### src/rtl/snap_tmr_pkg.sv
package snap_tmr_pkg;

  localparam int unsigned STAGES = 4;

  localparam logic [7:0] CMD_SAVE  = 8'h10;
  localparam logic [7:0] CMD_BIN   = 8'h20;
  localparam logic [7:0] CMD_SECUS = 8'h21;

  typedef enum logic {
    MODE_BIN   = 1'b0,
    MODE_SECUS = 1'b1
  } tmr_mode_e;

  typedef struct packed {
    logic save;
    logic set_bin;
    logic set_secus;
  } cmd_dec_t;

  function automatic cmd_dec_t decode_cmd(input logic [7:0] b);
    cmd_dec_t d;
    d.save      = (b == CMD_SAVE);
    d.set_bin   = (b == CMD_BIN);
    d.set_secus = (b == CMD_SECUS);
    return d;
  endfunction

endpackage

### src/rtl/snap_tmr_prescale.sv
module snap_tmr_prescale #(
  parameter int unsigned DIV   = 4,
  parameter int unsigned PRE_W = 16
) (
  input  logic clk_i,
  input  logic rst_ni,
  input  logic clr_i,
  output logic tick_o
);

  logic [PRE_W-1:0] cnt_q;

  assign tick_o = (cnt_q == PRE_W'(DIV - 1));

  always_ff @(posedge clk_i or negedge rst_ni) begin
    if (!rst_ni)      cnt_q <= '0;
    else if (clr_i)   cnt_q <= '0;
    else if (tick_o)  cnt_q <= '0;
    else              cnt_q <= cnt_q + 1'b1;
  end

  if (DIV > 1) begin : g_spacing

    tick_spacing_chk: assert property (@(posedge clk_i) disable iff (!rst_ni)
      tick_o |=> !tick_o);
  end

endmodule

### src/rtl/snap_tmr_stage.sv
module snap_tmr_stage #(
  parameter int unsigned W = 16
) (
  input  logic         clk_i,
  input  logic         rst_ni,
  input  logic         clr_i,
  input  logic         wrap_i,
  input  logic         inc_i,
  output logic [W-1:0] q_o,
  output logic         carry_o
);

  logic [W-1:0] q_q;

  assign q_o     = q_q;
  assign carry_o = inc_i & (&q_q);

  always_ff @(posedge clk_i or negedge rst_ni) begin
    if (!rst_ni)              q_q <= '0;
    else if (clr_i || wrap_i) q_q <= '0;
    else if (inc_i)           q_q <= q_q + 1'b1;
  end


  stage_rollover_chk: assert property (@(posedge clk_i) disable iff (!rst_ni)
    (carry_o && !clr_i && !wrap_i) |=> (q_o == '0));

endmodule

### src/rtl/snap_tmr_hold.sv
module snap_tmr_hold #(
  parameter int unsigned TOTAL_W = 64
) (
  input  logic               clk_i,
  input  logic               rst_ni,
  input  logic               save_i,
  input  logic [TOTAL_W-1:0] val_i,
  input  logic               adv_i,
  output logic [7:0]         byte_o,
  output logic [TOTAL_W-1:0] snap_o
);

  localparam int unsigned BYTES = TOTAL_W / 8;
  localparam int unsigned PTR_W = (BYTES > 1) ? $clog2(BYTES) : 1;

  logic [TOTAL_W-1:0] hold_q;
  logic [PTR_W-1:0]   ptr_q;
  logic [7:0]         byte_w [BYTES];

  for (genvar b = 0; b < BYTES; b++) begin : g_byte
    assign byte_w[b] = hold_q[8*b +: 8];
  end

  assign byte_o = byte_w[ptr_q];
  assign snap_o = hold_q;

  always_ff @(posedge clk_i or negedge rst_ni) begin
    if (!rst_ni) begin
      hold_q <= '0;
      ptr_q  <= '0;
    end else if (save_i) begin
      hold_q <= val_i;
      ptr_q  <= '0;
    end else if (adv_i) begin
      ptr_q <= (ptr_q == PTR_W'(BYTES - 1)) ? '0 : ptr_q + 1'b1;
    end
  end


  save_ptr_home_chk: assert property (@(posedge clk_i) disable iff (!rst_ni)
    save_i |=> (ptr_q == '0));


  hold_stable_chk: assert property (@(posedge clk_i) disable iff (!rst_ni)
    !save_i |=> $stable(hold_q));


  ptr_wrap_chk: assert property (@(posedge clk_i) disable iff (!rst_ni)
    (adv_i && !save_i && ptr_q == PTR_W'(BYTES - 1)) |=> (ptr_q == '0));

endmodule

### src/rtl/snap_timer.sv
module snap_timer
  import snap_tmr_pkg::*;
#(
  parameter int unsigned DIV        = 4,
  parameter int unsigned PRE_W      = 16,
  parameter int unsigned STAGE_W    = 16,
  parameter int unsigned US_PER_SEC = 1000000
) (
  input  logic       clk_i,
  input  logic       rst_ni,
  input  logic       sel_cmd_i,
  input  logic       wr_i,
  input  logic       rd_i,
  input  logic [7:0] wdata_i,
  output logic [7:0] rdata_o
);

  localparam int unsigned TOTAL_W = STAGES * STAGE_W;
  localparam int unsigned HALF_W  = TOTAL_W / 2;

  logic                          cmd_wr;
  cmd_dec_t                      dec;
  logic                          save_cmd, clr_cmd;
  tmr_mode_e                     mode_q;
  logic                          tick, us_wrap, secus;
  logic [STAGES-1:0][STAGE_W-1:0] stage_q;
  logic [STAGES-1:0]             carry;
  logic [TOTAL_W-1:0]            count, snap;
  logic [HALF_W-1:0]             usec;

  assign cmd_wr   = wr_i & sel_cmd_i;
  assign dec      = decode_cmd(wdata_i);
  assign save_cmd = cmd_wr & dec.save;
  assign clr_cmd  = cmd_wr & (dec.set_bin | dec.set_secus);

  always_ff @(posedge clk_i or negedge rst_ni) begin
    if (!rst_ni)                     mode_q <= MODE_BIN;
    else if (cmd_wr && dec.set_secus) mode_q <= MODE_SECUS;
    else if (cmd_wr && dec.set_bin)   mode_q <= MODE_BIN;
  end

  assign secus   = (mode_q == MODE_SECUS);
  assign count   = stage_q;
  assign usec    = count[HALF_W-1:0];
  assign us_wrap = secus & tick & (usec == HALF_W'(US_PER_SEC - 1));

  snap_tmr_prescale #(.DIV(DIV), .PRE_W(PRE_W)) u_pre (
    .clk_i  (clk_i),
    .rst_ni (rst_ni),
    .clr_i  (clr_cmd),
    .tick_o (tick)
  );

  for (genvar s = 0; s < STAGES; s++) begin : g_stage
    logic inc_s, wrap_s;
    if (s == 0) begin : g_inc0
      assign inc_s = tick;
    end else if (s == STAGES / 2) begin : g_incmid
      assign inc_s = secus ? us_wrap : carry[s-1];
    end else begin : g_incn
      assign inc_s = carry[s-1];
    end
    if (s < STAGES / 2) begin : g_wrap_lo
      assign wrap_s = us_wrap;
    end else begin : g_wrap_hi
      assign wrap_s = 1'b0;
    end
    snap_tmr_stage #(.W(STAGE_W)) u_stage (
      .clk_i   (clk_i),
      .rst_ni  (rst_ni),
      .clr_i   (clr_cmd),
      .wrap_i  (wrap_s),
      .inc_i   (inc_s),
      .q_o     (stage_q[s]),
      .carry_o (carry[s])
    );
  end

  snap_tmr_hold #(.TOTAL_W(TOTAL_W)) u_hold (
    .clk_i  (clk_i),
    .rst_ni (rst_ni),
    .save_i (save_cmd),
    .val_i  (count),
    .adv_i  (rd_i & ~sel_cmd_i),
    .byte_o (rdata_o),
    .snap_o (snap)
  );


  save_atomic_chk: assert property (@(posedge clk_i) disable iff (!rst_ni)
    save_cmd |=> (snap == $past(count)));


  mode_clear_chk: assert property (@(posedge clk_i) disable iff (!rst_ni)
    clr_cmd |=> (count == '0));


  usec_range_chk: assert property (@(posedge clk_i) disable iff (!rst_ni)
    secus |-> (usec < HALF_W'(US_PER_SEC)));


  full_wrap_chk: assert property (@(posedge clk_i) disable iff (!rst_ni)
    (carry[STAGES-1] && !secus && !clr_cmd) |=> (count == '0));


  unknown_cmd_chk: assert property (@(posedge clk_i) disable iff (!rst_ni)
    (cmd_wr && !dec.save && !dec.set_bin && !dec.set_secus) |=> $stable(mode_q));

endmodule

### config.mk
export PLATFORM = sky130hd
export DESIGN_NAME = snap_timer
export DESIGN_NICKNAME = d
export VERILOG_FILES = /design/src/rtl/snap_tmr_pkg.sv /design/src/rtl/snap_tmr_prescale.sv /design/src/rtl/snap_tmr_stage.sv /design/src/rtl/snap_tmr_hold.sv /design/src/rtl/snap_timer.sv
export SDC_FILE = /design/constraint.sdc
export NUM_CORES = 1
export LEC_CHECK = 0
export ABC_AREA = 0
export CORE_ASPECT_RATIO = 1.1
export CORE_MARGIN = 4
export CORE_UTILIZATION = 35
export CTS_CLUSTER_DIAMETER = 60
export DETAILED_ROUTE_END_ITERATION = 16
export DONT_BUFFER_PORTS = 1
export GPL_TIMING_DRIVEN = 0
export PLACE_DENSITY = 0.5
export REMOVE_ABC_BUFFERS = 1
export SYNTH_ARGS = -nofsm -noshare
export SYNTH_HDL_FRONTEND = slang
export SYNTH_SLANG_ARGS = --single-unit
### constraint.sdc
create_clock -name clk_i -period 3 [get_ports clk_i]
set_clock_uncertainty 0.1 [all_clocks]
set_input_delay 0.15 -clock clk_i [delete_from_list [all_inputs] [get_ports clk_i]]
set_output_delay 0.15 -clock clk_i [all_outputs]
set_load 0.02 [all_outputs]
After elaboration in Yosys (flattened, before gate mapping)
Index checks and enable logic that the tools add are counted.
{"block": "word_totals", "register_bits": 148, "latchBits": 0, "ram_bits": 0, "rom_bits": 0, "inputBits": 13, "memories": 0}
{"block": "classes", "add_sub_neg": 6, "n_mul": 0, "div_mod_pow": 0, "magnitude_cmp": 1, "eq_ne": 6, "n_shift": 0, "muxes": 19, "n_bitwise": 12, "reduce_logical": 12}
{"cell": "two-way mux 16 bit", "n": 10}
{"cell": "adder 16 x 1 -> 16 bit (second input constant)", "n": 5}
{"cell": "AND reduction 16 bit", "n": 3}
{"cell": "== test 32 x 20 -> 1 bit (second input constant)", "n": 1}
{"cell": "binary-select mux 8 bit (select 3 bit)", "n": 1}
{"cell": "== test 16 x 2 -> 1 bit (second input constant)", "n": 1}
{"cell": "== test 8 x 6 -> 1 bit (second input constant)", "n": 2}
{"cell": "two-way mux 8 bit", "n": 2}
{"cell": "nonzero test 2 bit", "n": 6}
{"cell": "bitwise AND 1 bit", "n": 9}
{"cell": "two-way mux 3 bit", "n": 3}
{"cell": "== test 8 x 5 -> 1 bit (second input constant)", "n": 1}
{"cell": ">= comparator 4 bit (second input constant)", "n": 1}
{"cell": "inverter 3 -> 4 bit", "n": 1}
{"cell": "adder 3 x 1 -> 3 bit (second input constant)", "n": 1}
{"cell": "== test 3 bit (second input constant)", "n": 1}
{"cell": "two-way mux 1 bit", "n": 3}
{"cell": "logical AND 1 bit", "n": 2}
{"cell": "logical OR 1 bit", "n": 1}
{"cell": "inverter 1 bit", "n": 1}
{"cell": "OR 1 bit", "n": 1}

Logic depth before layout (Yosys ltp)
{"block": "logic_depth", "depth_word": 7, "mapped_depth": 9, "mapped_depth_nobuf": 6}

Cells and area by module
A second synthesis with hierarchy kept.
{"block": "unflattened", "hier_cells": 635, "hier_area_um2": 7469.7}
{"mod": "snap_tmr_stage", "n_inst": 4, "cells_per_inst": 88, "area_each_um2": 847.1, "seq_area_each_um2": 400.4}
{"mod": "snap_tmr_hold", "n_inst": 1, "cells_per_inst": 177, "area_each_um2": 3061.7, "seq_area_each_um2": 1676.6}
{"mod": "snap_tmr_prescale", "n_inst": 1, "cells_per_inst": 83, "area_each_um2": 820.8, "seq_area_each_um2": 400.4}
{"mod": "snap_timer", "n_inst": 1, "cells_per_inst": 23, "area_each_um2": 198.9, "seq_area_each_um2": 25.0}

Worst setup path after synthesis
OpenSTA, ideal clock, no wires.
{"block": "synth_timing", "path_kind": "register -> register", "startpoint": "register g_stage[0].u_stage.q_q[0]", "endpoint": "register g_stage[2].u_stage.q_q[10]", "t_arrival_ns": 2.523, "setup_slack_ns": 0.297, "path_stages_with_launch": 10, "period_less_slack_ns": 2.703, "cell_sequence": "dfrtp_1 -> ha_1 -> nand3_4 -> or4_4 -> or4_4 -> buf_6 -> buf_8 -> buf_6 -> a21oi_1 -> mux2i_1"}
{"block": "synth_between", "elab_chain_cells": 5, "word_cells_on_any_way": 7}
{"item": "start: declaration", "line_no": "snap_tmr_stage.sv:13", "text": "logic [W-1:0] q_q;"}
{"item": "start signal: assignment", "line_no": "snap_tmr_stage.sv:21", "text": "else if (inc_i) q_q <= q_q + 1'b1;"}
{"item": "AND reduction 16 bit", "line_no": "snap_tmr_stage.sv:16", "text": "assign carry_o = inc_i & (&q_q);"}
{"item": "bitwise AND 1 bit (2 in a row)", "line_no": "snap_tmr_stage.sv:16"}
{"item": "two-way mux 1 bit (*)", "line_no": "snap_timer.sv:59", "text": "assign inc_s = secus ? us_wrap : carry[s-1];"}
{"item": "nonzero test 2 bit (no source line) (*)"}
{"item": "end signal: assignment", "line_no": "snap_tmr_stage.sv:21"}
{"item": "end: declaration", "line_no": "snap_tmr_stage.sv:13"}
Every way passes the cells marked *; elsewhere a longest branch is shown, timed or not.
A chain may end at the register's enable or synchronous reset.

Worst setup path in the final report
{"block": "layout_timing", "startpoint": "register g_stage[1].u_stage.q_q[8]", "endpoint": "register g_stage[2].u_stage.q_q[0]"}
{"block": "layout_between", "elab_chain_cells": 4, "word_cells_on_any_way": 6}
{"item": "start: declaration", "line_no": "snap_tmr_stage.sv:13"}
{"item": "start signal: assignment", "line_no": "snap_tmr_stage.sv:21"}
{"item": "== test 32 x 20 -> 1 bit / AND reduction 16 bit (equally long branches)", "line_no": "snap_timer.sv:45, snap_tmr_stage.sv:16"}
{"item": "bitwise AND 1 bit, on equally long branches", "line_no": "snap_timer.sv:45, snap_tmr_stage.sv:16"}
{"item": "two-way mux 1 bit (*)", "line_no": "snap_timer.sv:59"}
{"item": "nonzero test 2 bit (no source line) (*)"}
Marks and branches as above.

==> load_flow_metrics.sql <==
INSERT INTO impl_metrics (metric_group, metric, value, unit) VALUES
('flow_run', 'max_cap_viol_count', '0', ''),
('global_routing', 'grt_pass1_wl', '30200', 'um'),
('global_routing', 'grt_pass1_vias', '5367', ''),
('sta', 'hold_violations', '148', ''),
('place', 'placed_cells', '947', ''),
('logic_synthesis', 'post_synth.cell_area_avg', '11.2', 'sq um'),
('place', 'placement.io_buffers', '0', ''),
('layout', 'layout.core_utilization', '40.8', '%'),
('sta', 'final.min_clock_period', '2880', 'ps'),
('logic_synthesis', 'syn_inst_count', '687', ''),
('cts', 'clk_pin_slew', '70', 'ps'),
('setup_path', 'cp-end-kind', 'flop', ''),
('pwr', 'leakage', '3.75', 'nW'),
('sta', 'least_margin_pin_slew', '902', 'ps'),
('logic_synthesis', 'synth_edf_count', '0', ''),
('layout', 'finalNetCount', '708', ''),
('cts', 'cts_hold_buffers', '2', ''),
('logic_synthesis', 'synth.cell_area', '7680', 'sq um'),
('floorplanning', 'die_area', '24400', 'sq um'),
('status', 'violated_checks', 'negative hold slack', ''),
('layout', 'post-route-cell-area', '8760', 'sq um'),
('pwr', 'irDropWorstVdd', '0.400', 'mV'),
('floorplanning', 'coreArea', '21400', 'sq um'),
('sta', 'fin_crit_sh', '96.0', '%'),
('logic_synthesis', 'synthDominantCellAreaShare', '48.2', '%'),
('status', 'result_of_the_run', 'finished with violations', ''),
('layout', 'fraction_of_layout_cells_with_a_size_suffix_above_1', '23.3', '%'),
('global_routing', 'global_route.usage.total', '15.9', '%'),
('sta', 'timing.slew.headroom', '39.9', '%'),
('route', 'drc', '0', ''),
('setup_path', 'worst-path-max-fanout', '17', ''),
('floorplanning', 'num_io_pins', '21', ''),
('cts', 'insertion_delay', '430', 'ps'),
('place', 'detailedPlacementHpwl', '11900', 'um'),
('layout', 'num_antenna_cells', '0', ''),
('route', 'firstDrtPassIters', '5', ''),
('setup_path', 'cp_data_required_time', '3220', 'ps'),
('route', 'route.vias.total', '5473', ''),
('global_routing', 'largest_net_degree_at_the_start_of_global_routing', '149', ''),
('sta', 'timing.setup.tns', '0', 'ps'),
('setup_path', 'worstPathArrival', '3100', 'ps'),
('cts', 'tritoncts.num_buffers', '17', ''),
('logic_synthesis', 'ys_seq_elements', '148', ''),
('floorplanning', 'fp.dieW', '149', 'um'),
('cts', 'cts_buffer_depth', '2', ''),
('setup_path', 'timing.critical_path.to', 'g_stage[2].u_stage.q_o[0]', ''),
('cts', 'tritoncts', 'yes', ''),
('route', 'drt-wirelength-per-cell', '19.1', 'um'),
('route', 'finalWirelength', '18900', 'um'),
('place', 'detailed_place.area', '7990', 'sq um'),
('global_routing', 'grt-ovfl-total', '0', ''),
('cts', 'cts-root-buf', 'sky130_fd_sc_hd__clkbuf_16', ''),
('place', 'routabilityCongestion', '0.794', ''),
('cts', 'cts_htree_levels', '4', ''),
('min_path', 'hold_class', 'primary input to asynchronous set/reset pin', ''),
('floorplanning', 'dieHeight', '163', 'um'),
('route', 'drt_first_iter_violations', '454', ''),
('sta', 'grt_setup_unrepaired', 'no', ''),
('logic_synthesis', 'synth.distinct_cells', '46', ''),
('sta', 'finalMaxSlewViolations', '0', ''),
('route', 'routed_via_density', '5.52', ''),
('setup_path', 'timing.setup.critical_path_class', 'flop to flop', ''),
('logic_synthesis', 'synth-seq-area-share', '48.2', '%'),
('sta', 'final_setup_vio_count', '0', ''),
('setup_path', 'cp-start-kind', 'flop', ''),
('sta', 'fmax', '347', 'MHz'),
('setup_path', 'timing.critical_path.from', 'g_stage[1].u_stage.q_o[8]', ''),
('logic_synthesis', 'postSynth.asyncResetShare', '100', '%'),
('logic_synthesis', 'ys_top_cells_by_area', 'sky130_fd_sc_hd__dfrtp_1 (48%), sky130_fd_sc_hd__mux2_2 (10%), sky130_fd_sc_hd__mux4_2 (4.7%)', ''),
('global_routing', 'antenna_found_initial', '0', ''),
('sta', 'hold_ws', '-674', 'ps');
==> synth_stat cells, types with 10 or more instances <==
cell	number
sky130_fd_sc_hd__or3_1	15
sky130_fd_sc_hd__nand2b_1	27
sky130_fd_sc_hd__nand4_1	23
sky130_fd_sc_hd__a211oi_1	14
sky130_fd_sc_hd__nor4_1	10
sky130_fd_sc_hd__clkbuf_1	23
sky130_fd_sc_hd__mux4_2	16
sky130_fd_sc_hd__nand2_1	61
sky130_fd_sc_hd__o21ai_0	15
sky130_fd_sc_hd__nor2_1	39
sky130_fd_sc_hd__nand3_1	32
sky130_fd_sc_hd__mux2i_1	34
sky130_fd_sc_hd__xnor2_1	21
sky130_fd_sc_hd__mux2_2	71
sky130_fd_sc_hd__a21oi_1	31
sky130_fd_sc_hd__dfrtp_1	148
==> timing repair <==
action / CTS / global route
endpoints found under the hold margin: 152 / 148
cloned: 3 / 0
resized for setup: 11 / 6
endpoints found under the setup margin: 75 / 41
setup buffers: 1 / 6
pin swaps: 3 / 3
==> layer usage <==
metal | vias to the layer above | wire (um) | track usage, %
li1 | 2527 | - | -
met1 | 2822 | 8440 | 21.0
met2 | 105 | 9640 | 26.9
met3 | 19 | 669 | 3.14
met4 | 0 | 171 | 4.08
met5 | - | 0 | 0
==> registers in the layout (all words and copies together) (netlist names) <==
| register | flops |
|---|---|
| g_stage.u_stage.q_o | 64 |
| mode_q | 1 |
| u_hold.ptr_q | 3 |
| u_hold.snap_o | 64 |
| u_pre.cnt_q | 16 |
==> layout make-up <==
| class | instances | area, sq um |
|---|---|---|
| clock inverters | 15 | 144 |
| inverters | 9 | 33.8 |
| clock buffers | 17 | 425 |
| repair buffers | 17 | 214 |
| well taps | 290 | 363 |
| multi-input cells | 495 | 3870 |
| fillers | 2092 | 12700 |
| flip-flops and latches | 148 | 3710 |
==> stage by stage <==
step / hold slack (ps) / setup slack [ps]
2_1_floorplan: -246 / -953
3_3_place_gp: -234 / -2990
3_5_place_dp: -235 / -1100
4_1_cts: -688 / 7.81
5_1_grt: -698 / 5.94
6_report: -674 / 120
==> worst max-delay path, cell delays in order, from the launching register on <==
cell	delay [ps]
sky130_fd_sc_hd__dfrtp_1	470
sky130_fd_sc_hd__or4_1	600
sky130_fd_sc_hd__nor4_4	540
sky130_fd_sc_hd__nand3_2	530
sky130_fd_sc_hd__and3_1	360
sky130_fd_sc_hd__o21a_1	170
==> cells in the final DEF, fill, tap and decap left out, drive strengths merged, types with 2 or more instances in the layout <==
cell type,netlist,final
a2111oi,5,5
a211oi,14,14
a21boi,3,3
a21oi,37,37
and2,2,2
and3,9,9
and4,7,7
buf,15,15
clkbuf,23,17
clkinv,0,2
clkinvlp,0,4
dfrtp,148,148
dlygate4sd3,0,2
ha,7,7
inv,9,17
mux2,71,71
mux2i,34,34
mux4,16,16
nand2,61,61
nand2b,27,27
nand3,34,35
nand4,23,24
nand4b,3,3
nor2,39,39
nor3,7,7
nor4,10,10
nor4b,2,2
o21a,4,4
o21ai,15,15
o31ai,5,5
or2,2,2
or3,15,15
or4,9,10
xnor2,21,21
xor2,5,5
==> power by group <==
part           internal, W  switching [W]
Sequential         0.00206       0.000248
Clock              0.00116       0.000937
Combinational     0.000191       0.000100
==> worst min-delay path by stage <==
stage	from	to	depth (start not counted)	slack, ps
after floorplan	rst_ni	g_stage[0].u_stage.q_o[0]	0	-250
after global placement	rst_ni	g_stage[2].u_stage.q_o[0]	0	-230
after detailed placement	rst_ni	g_stage[2].u_stage.q_o[0]	0	-230
after CTS	rst_ni	u_pre.cnt_q[1]	0	-690
after global routing	rst_ni	u_hold.snap_o[32]	0	-700
final	rst_ni	u_hold.snap_o[32]	0	-670
==> cell families (layout without fill, tap and decap cells) <==
family / after synthesis / count (layout) / synth area share [%]
flip-flops: 148 / 148 / 48.2
adder cells (fa/ha/maj): 7 / 7 / 1.14
AND/OR/NAND/NOR: 254 / 257 / 17.7
XOR/XNOR: 26 / 26 / 2.97
AO/OA/AOI/OAI: 84 / 84 / 7.56
multiplexers: 121 / 121 / 19.5
buffers and inverters: 47 / 58 / 2.85
Note: power is estimated with default switching activity, not from simulation.
